### config.mk
export PLATFORM = sky130hd
export DESIGN_NAME = rxq_top
export DESIGN_NICKNAME = d
export VERILOG_FILES = /design/src/rtl/rxq_pkg.sv /design/src/rtl/rxq_ctrl.sv /design/src/rtl/rxq_data.sv /design/src/rtl/rxq_top.sv
export SDC_FILE = /design/constraint.sdc
export NUM_CORES = 2
export LEC_CHECK = 0
export BUFFER_PORTS_ARGS = -buffer_cell sky130_fd_sc_hd__buf_4
export CAP_MARGIN = 20
export CORE_MARGIN = 4
export CORE_UTILIZATION = 40
export DETAILED_ROUTE_END_ITERATION = 12
export GPL_ROUTABILITY_DRIVEN = 0
export GPL_TIMING_DRIVEN = 0
export PLACE_DENSITY = 0.6
export RECOVER_POWER = 25
export SYNTH_ARGS = -nofsm -noshare
export SYNTH_HDL_FRONTEND = slang
export SYNTH_SLANG_ARGS = --single-unit
### constraint.sdc
create_clock -name clk -period 21 [get_ports clk]
set_clock_uncertainty 0.15 [all_clocks]
set_input_delay 6.3 -clock clk [delete_from_list [all_inputs] [get_ports clk]]
set_output_delay 6.3 -clock clk [all_outputs]
set_load 0.1 [all_outputs]
### src/rtl/rxq_pkg.sv
package rxq_pkg;

  localparam int CHAR_W = 8;

  typedef struct packed {
    logic              brk;
    logic              frame;
    logic              parity;
    logic [CHAR_W-1:0] data;
  } rxqChar_t;

  typedef struct packed {
    logic pushIn;    // write the incoming character into the queue
    logic pushHold;  // write the held character into the queue
    logic loadHold;  // capture the incoming character in the holding slot
    logic pop;       // advance the read side and register the head
  } rxqStrb_t;

endpackage

### src/rtl/rxq_ctrl.sv
module rxq_ctrl
  import rxq_pkg::*;
#(
  parameter int DEPTH = 256
) (
  input  logic     clk,
  input  logic     rst_n,
  input  logic     chValid,
  input  logic     startBit,
  input  logic     rdStrobe,
  input  logic     clrErr,
  output rxqStrb_t strb,
  output logic     rxRdy,
  output logic     rxFull,
  output logic     overrun
);

  localparam int CNT_W = $clog2(DEPTH + 1);
  localparam logic [CNT_W-1:0] FULL_CNT = CNT_W'(DEPTH);
  localparam logic [CNT_W-1:0] ONE_CNT  = CNT_W'(1);

  logic [CNT_W-1:0] count, countNext;
  logic             holdValid, holdValidNext;
  logic             isFull, isEmpty, canPop, hasSpace;
  logic             dropStart, dropReplace, push;

  assign isFull  = (count == FULL_CNT);
  assign isEmpty = (count == '0);
  assign canPop  = rdStrobe && !isEmpty;

  // an incoming character finds room if a slot is free, or if this cycle's
  // read frees one that the held character does not take
  assign hasSpace = !isFull || (canPop && !holdValid);

  always_comb begin
    strb          = '0;
    strb.pop      = canPop;
    strb.pushHold = holdValid && canPop;
    if (chValid) begin
      if (hasSpace) strb.pushIn   = 1'b1;
      else          strb.loadHold = 1'b1;
    end
  end

  assign push        = strb.pushIn || strb.pushHold;
  assign dropStart   = startBit && holdValid && !canPop;
  assign dropReplace = chValid && holdValid && !canPop;

  always_comb begin
    countNext = count;
    if (push && !strb.pop)      countNext = count + ONE_CNT;
    else if (!push && strb.pop) countNext = count - ONE_CNT;
  end

  always_comb begin
    holdValidNext = holdValid;
    if (strb.pushHold || dropStart) holdValidNext = 1'b0;
    if (strb.loadHold)              holdValidNext = 1'b1;
  end

  always_ff @(posedge clk) begin
    if (!rst_n) begin
      count     <= '0;
      holdValid <= 1'b0;
      rxRdy     <= 1'b0;
      rxFull    <= 1'b0;
      overrun   <= 1'b0;
    end else begin
      count     <= countNext;
      holdValid <= holdValidNext;
      rxRdy     <= (countNext != '0);
      rxFull    <= (countNext == FULL_CNT);
      if (dropStart || dropReplace) overrun <= 1'b1;
      else if (clrErr)              overrun <= 1'b0;
    end
  end

  a_r5_hold_only_when_full: assert property (@(posedge clk) disable iff (!rst_n)
    holdValid |-> (count == FULL_CNT));

  a_r4_no_overflow: assert property (@(posedge clk) disable iff (!rst_n)
    count <= FULL_CNT);

  a_r4_full_after_push: assert property (@(posedge clk) disable iff (!rst_n)
    $rose(rxFull) |-> $past(push));

  a_r5_refill_keeps_full: assert property (@(posedge clk) disable iff (!rst_n)
    (holdValid && canPop) |=> rxFull);

  a_r6_start_overrun: assert property (@(posedge clk) disable iff (!rst_n)
    (startBit && holdValid && !canPop) |=> overrun);

  a_r8_sticky_overrun: assert property (@(posedge clk) disable iff (!rst_n)
    $fell(overrun) |-> $past(clrErr));

  a_r3_ready_falls_on_read: assert property (@(posedge clk) disable iff (!rst_n)
    $fell(rxRdy) |-> $past(canPop));

endmodule

### src/rtl/rxq_data.sv
module rxq_data
  import rxq_pkg::*;
#(
  parameter int DEPTH = 256
) (
  input  logic     clk,
  input  logic     rst_n,
  input  rxqStrb_t strb,
  input  rxqChar_t inChar,
  output rxqChar_t outChar
);

  localparam int PTR_W = (DEPTH > 1) ? $clog2(DEPTH) : 1;
  localparam logic [PTR_W-1:0] LAST_PTR = PTR_W'(DEPTH - 1);

  rxqChar_t         mem [DEPTH];
  rxqChar_t         holdReg;
  rxqChar_t         wrChar;
  logic [PTR_W-1:0] wrPtr, rdPtr;
  logic             wrEn;

  assign wrEn   = strb.pushIn || strb.pushHold;
  assign wrChar = strb.pushHold ? holdReg : inChar;

  function automatic logic [PTR_W-1:0] nextPtr(input logic [PTR_W-1:0] p);
    return (p == LAST_PTR) ? '0 : p + PTR_W'(1);
  endfunction

  always_ff @(posedge clk) begin
    if (wrEn) mem[wrPtr] <= wrChar;
  end

  always_ff @(posedge clk) begin
    if (!rst_n) begin
      wrPtr   <= '0;
      rdPtr   <= '0;
      holdReg <= '0;
      outChar <= '0;
    end else begin
      if (wrEn)          wrPtr   <= nextPtr(wrPtr);
      if (strb.loadHold) holdReg <= inChar;
      if (strb.pop) begin
        outChar <= mem[rdPtr];
        rdPtr   <= nextPtr(rdPtr);
      end
    end
  end

  a_r10_idle_output: assert property (@(posedge clk) disable iff (!rst_n)
    !strb.pop |=> $stable(outChar));

  a_r5_single_writer: assert property (@(posedge clk) disable iff (!rst_n)
    !(strb.pushIn && strb.pushHold));

endmodule

### src/rtl/rxq_top.sv
module rxq_top
  import rxq_pkg::*;
#(
  parameter int DEPTH = 256
) (
  input  logic              clk,
  input  logic              rst_n,
  input  logic              chValid,
  input  logic [CHAR_W-1:0] chData,
  input  logic              chFrame,
  input  logic              chParity,
  input  logic              chBreak,
  input  logic              startBit,
  input  logic              rdStrobe,
  input  logic              clrErr,
  output logic [CHAR_W-1:0] rdData,
  output logic              rdFrame,
  output logic              rdParity,
  output logic              rdBreak,
  output logic              rxRdy,
  output logic              rxFull,
  output logic              overrun
);

  rxqStrb_t strb;
  rxqChar_t inChar, outChar;

  assign inChar = '{brk: chBreak, frame: chFrame, parity: chParity, data: chData};

  rxq_ctrl #(.DEPTH(DEPTH)) u_ctrl (
    .clk      (clk),
    .rst_n    (rst_n),
    .chValid  (chValid),
    .startBit (startBit),
    .rdStrobe (rdStrobe),
    .clrErr   (clrErr),
    .strb     (strb),
    .rxRdy    (rxRdy),
    .rxFull   (rxFull),
    .overrun  (overrun)
  );

  rxq_data #(.DEPTH(DEPTH)) u_data (
    .clk     (clk),
    .rst_n   (rst_n),
    .strb    (strb),
    .inChar  (inChar),
    .outChar (outChar)
  );

  assign rdData   = outChar.data;
  assign rdFrame  = outChar.frame;
  assign rdParity = outChar.parity;
  assign rdBreak  = outChar.brk;

endmodule

==> out/results.tsv <==
metric	value	unit
# IOs	31	
Synth Instances	5461	
Clock Latency Late Sink	0.85	ns
M1 WL	125000	microns
top cells by area, synth	edfxtp_1 (76%), mux4_2 (11%), mux2i_1 (3.9%)	
final core occ	46.1	%
sequential area share after synthesis	77.1	%
Mapped Area	111000	sq um
CTS tree	yes	
GRT Overall Usage	21.9	%
Final ANT Viol Nets	0	
Core ar.	276000	sq um
initial antenna violation count	17	
Area Growth Syn to Fin	14.7	%
Post-CTS Setup Repair Bufs	0	
post_cts resized	0	
wire length of the first global-routing pass	444000	microns
final worst path period share	69.3	%
Routed WL per cell	32.2	microns
commonest cells in the netlist	edfxtp_1 (2,816), mux4_2 (518), mux2i_1 (429), nor2_1 (314), clkbuf_1 (193)	
vias in the first global route	57500	
DRC Markers	0	
Starting Density	40.2	%
Worst setup SP type	input pin	
failing checks	capacitance limit, slew limit	
Setup-failing EPs final	0	
Vias/cell	5.92	
Synth Area in Compound Gates	3.98	%
die area	286000	sq um
Required @ worst endpoint	20.58	ns
Root Buffer	clkbuf_16	
overall power	13.9	mW
CP Capture Type	flip-flop	
fin. max-slew vios	1491	
class of the most critical setup path	input pin to flip-flop	
status	finished with violations	
Fill cells	23100	
num rows	193	
pre-CTS setup slack	10.00	ns
number of buffers created by CTS	291	
synth unique cells	71	
mux contribution to synthesized area	14.8	%
Crit path arrival time	14.14	ns
Critical Path Fanout Max	120	
FF+latch count, synth	2867	
count leader, synth	edfxtp_1	
CTS Hold Bufs	0	
Max IR drop VDD	70.8	uV
Synth Area in XOR/XNOR	0.150	%
leading area contributor after synthesis	edfxtp_1	
fin worst setup slack	6.44	ns
Iter 0 DRT Violations	7796	
Fmax	68.7	MHz
final worst path period need	14.56	ns
fin nets	6025	
Yosys top cell area share	76.1	%
Placed Instances	9346	
Max-Slew Margin vs Limit	-317	%
# H-tree levels	5	
worst min-delay path category	flip-flop to flip-flop	
CTS sink count	2867	
Static Leak	39.2	nW
setup_tns	0	ns
Synth Area per Inst	20.3	sq um
final hold viol count	0	
CTS Buffer Depth	4	
number of synthesized flops with an enable pin	2816	
PD cells	109	nW/um^2
Pre-antenna DRT Iters	8	
largest family of logic cells by synthesized area	multiplexers	
Syn Nets	5486	
share of post-route cells with drive strength above 1	21.2	%
Slew @ Worst Pin	6.26	ns
RSZ-0062 raised after global routing	false	
Adder-Cell Fraction of Synth Area	0.0901	%
Via Count	58800	
Post-synth top flop	edfxtp_1	
metal3 WL	32800	microns
highest routed metal layer	met5	
max cap viols	18	
fin cells	9941	
global-route congestion overflow total	0	
Clk pin slew, worst setup/hold paths	0.06	ns
WL final	320000	microns
Synth async-reset ratio	0	%
die height	535	microns
met2 wire len	148000	microns
post-synthesis simple-gate area fraction	2.53	%
largest net degree at the start of global routing	169	
Horiz. Die Dim	535	microns
Yosys warning count	0	
Buffers on Ports	30	
HPWL Detailed	214000	microns
layout make-up:
cell class	instances	area (sq um)	share of cell area, %
antenna	6	15.0	0.0118
buffer	338	1560	1.22
clock buffer	359	7720	6.05
clock inverter	164	1600	1.26
inverter	11	41.3	0.0324
multi-input combinational	2245	23900	18.8
sequential	2867	85600	67.2
tap	3705	4640	3.64
timing repair buffer	246	2350	1.85
report_power, final:
| group | internal, mW | total [mW] | switching, mW |
|---|---|---|---|
| Sequential | 6.33 | 6.36 | 0.0323 |
| Combinational | 0.903 | 2.38 | 1.48 |
| Clock | 2.94 | 5.13 | 2.19 |
| Total | 10.2 | 13.9 | 3.70 |
layout by cell type (no fill, tap or decap), types with 28 or more instances in the layout:
cell type,n
clkinv_2,53
nand3_1,61
clkbuf_1,266
dfxtp_1,51
a22oi_1,167
nand4_1,37
nor2_1,306
mux2i_1,429
o221ai_1,119
a21oi_1,106
clkbuf_16,298
nor2b_1,28
clkinv_1,58
buf_6,56
edfxtp_1,2816
o22ai_1,86
buf_4,160
nand2_1,79
buf_2,75
mux4_2,518
routing by layer:
metal / up-vias / track usage [%]
li1: 23900 / -
met1: 31200 / 30.2
met2: 3173 / 33.7
met3: 631 / 5.27
met4: 12 / 8.43
met5: - / 0
worst paths after layout:
check                              start                           end  slack [ns]  cells after the start
max                             rdStrobe  u_data.mem[109][4]$_DFFE_PP_        6.44                      8
min          u_ctrl.overrun$_SDFFE_PN0P_   u_ctrl.overrun$_SDFFE_PN0P_        0.34                      2
max reg2reg   u_ctrl.count[0]$_SDFF_PN0_  u_data.mem[109][4]$_DFFE_PP_       10.63                     12
min reg2reg  u_ctrl.overrun$_SDFFE_PN0P_   u_ctrl.overrun$_SDFFE_PN0P_        0.34                      2
worst max-delay path, stage by stage:
cell,delay (ns)
clkbuf_1,0.21
o21a_1,0.17
clkbuf_1,0.50
nand2_1,0.19
clkbuf_1,0.18
clkbuf_1,0.27
mux2_1,1.68
clkbuf_1,4.29
sequential cells by signal (all words and copies together) (netlist names):
signal            count
u_ctrl.count          9
u_ctrl.holdValid      1
u_ctrl.overrun        1
u_ctrl.rxFull         1
u_ctrl.rxRdy          1
u_data.holdReg       11
u_data.mem         2816
u_data.outChar       11
u_data.rdPtr          8
u_data.wrPtr          8
through the flow:
stage | cell area (sq um) | hold slack, ns
floorplan | 111000 | 0.325
detailed placement | 118000 | 0.329
global route | 127000 | 0.365
global placement | 116000 | 0.312
finish | 127000 | 0.343
CTS | 127000 | 0.340
cell families (layout without fill, tap and decap cells):
| group | after synthesis | count (layout) |
|---|---|---|
| other | 0 | 6 |
| adders and majority gates | 8 | 8 |
| xor gates and xnor gates | 19 | 19 |
| muxes | 988 | 988 |
| buffers and inverters | 349 | 1118 |
| AOI/OAI and AO/OA | 617 | 617 |
| DFF | 2867 | 2867 |
| and+or+nand+nor | 613 | 613 |
Power figures use the tool's default switching activity.
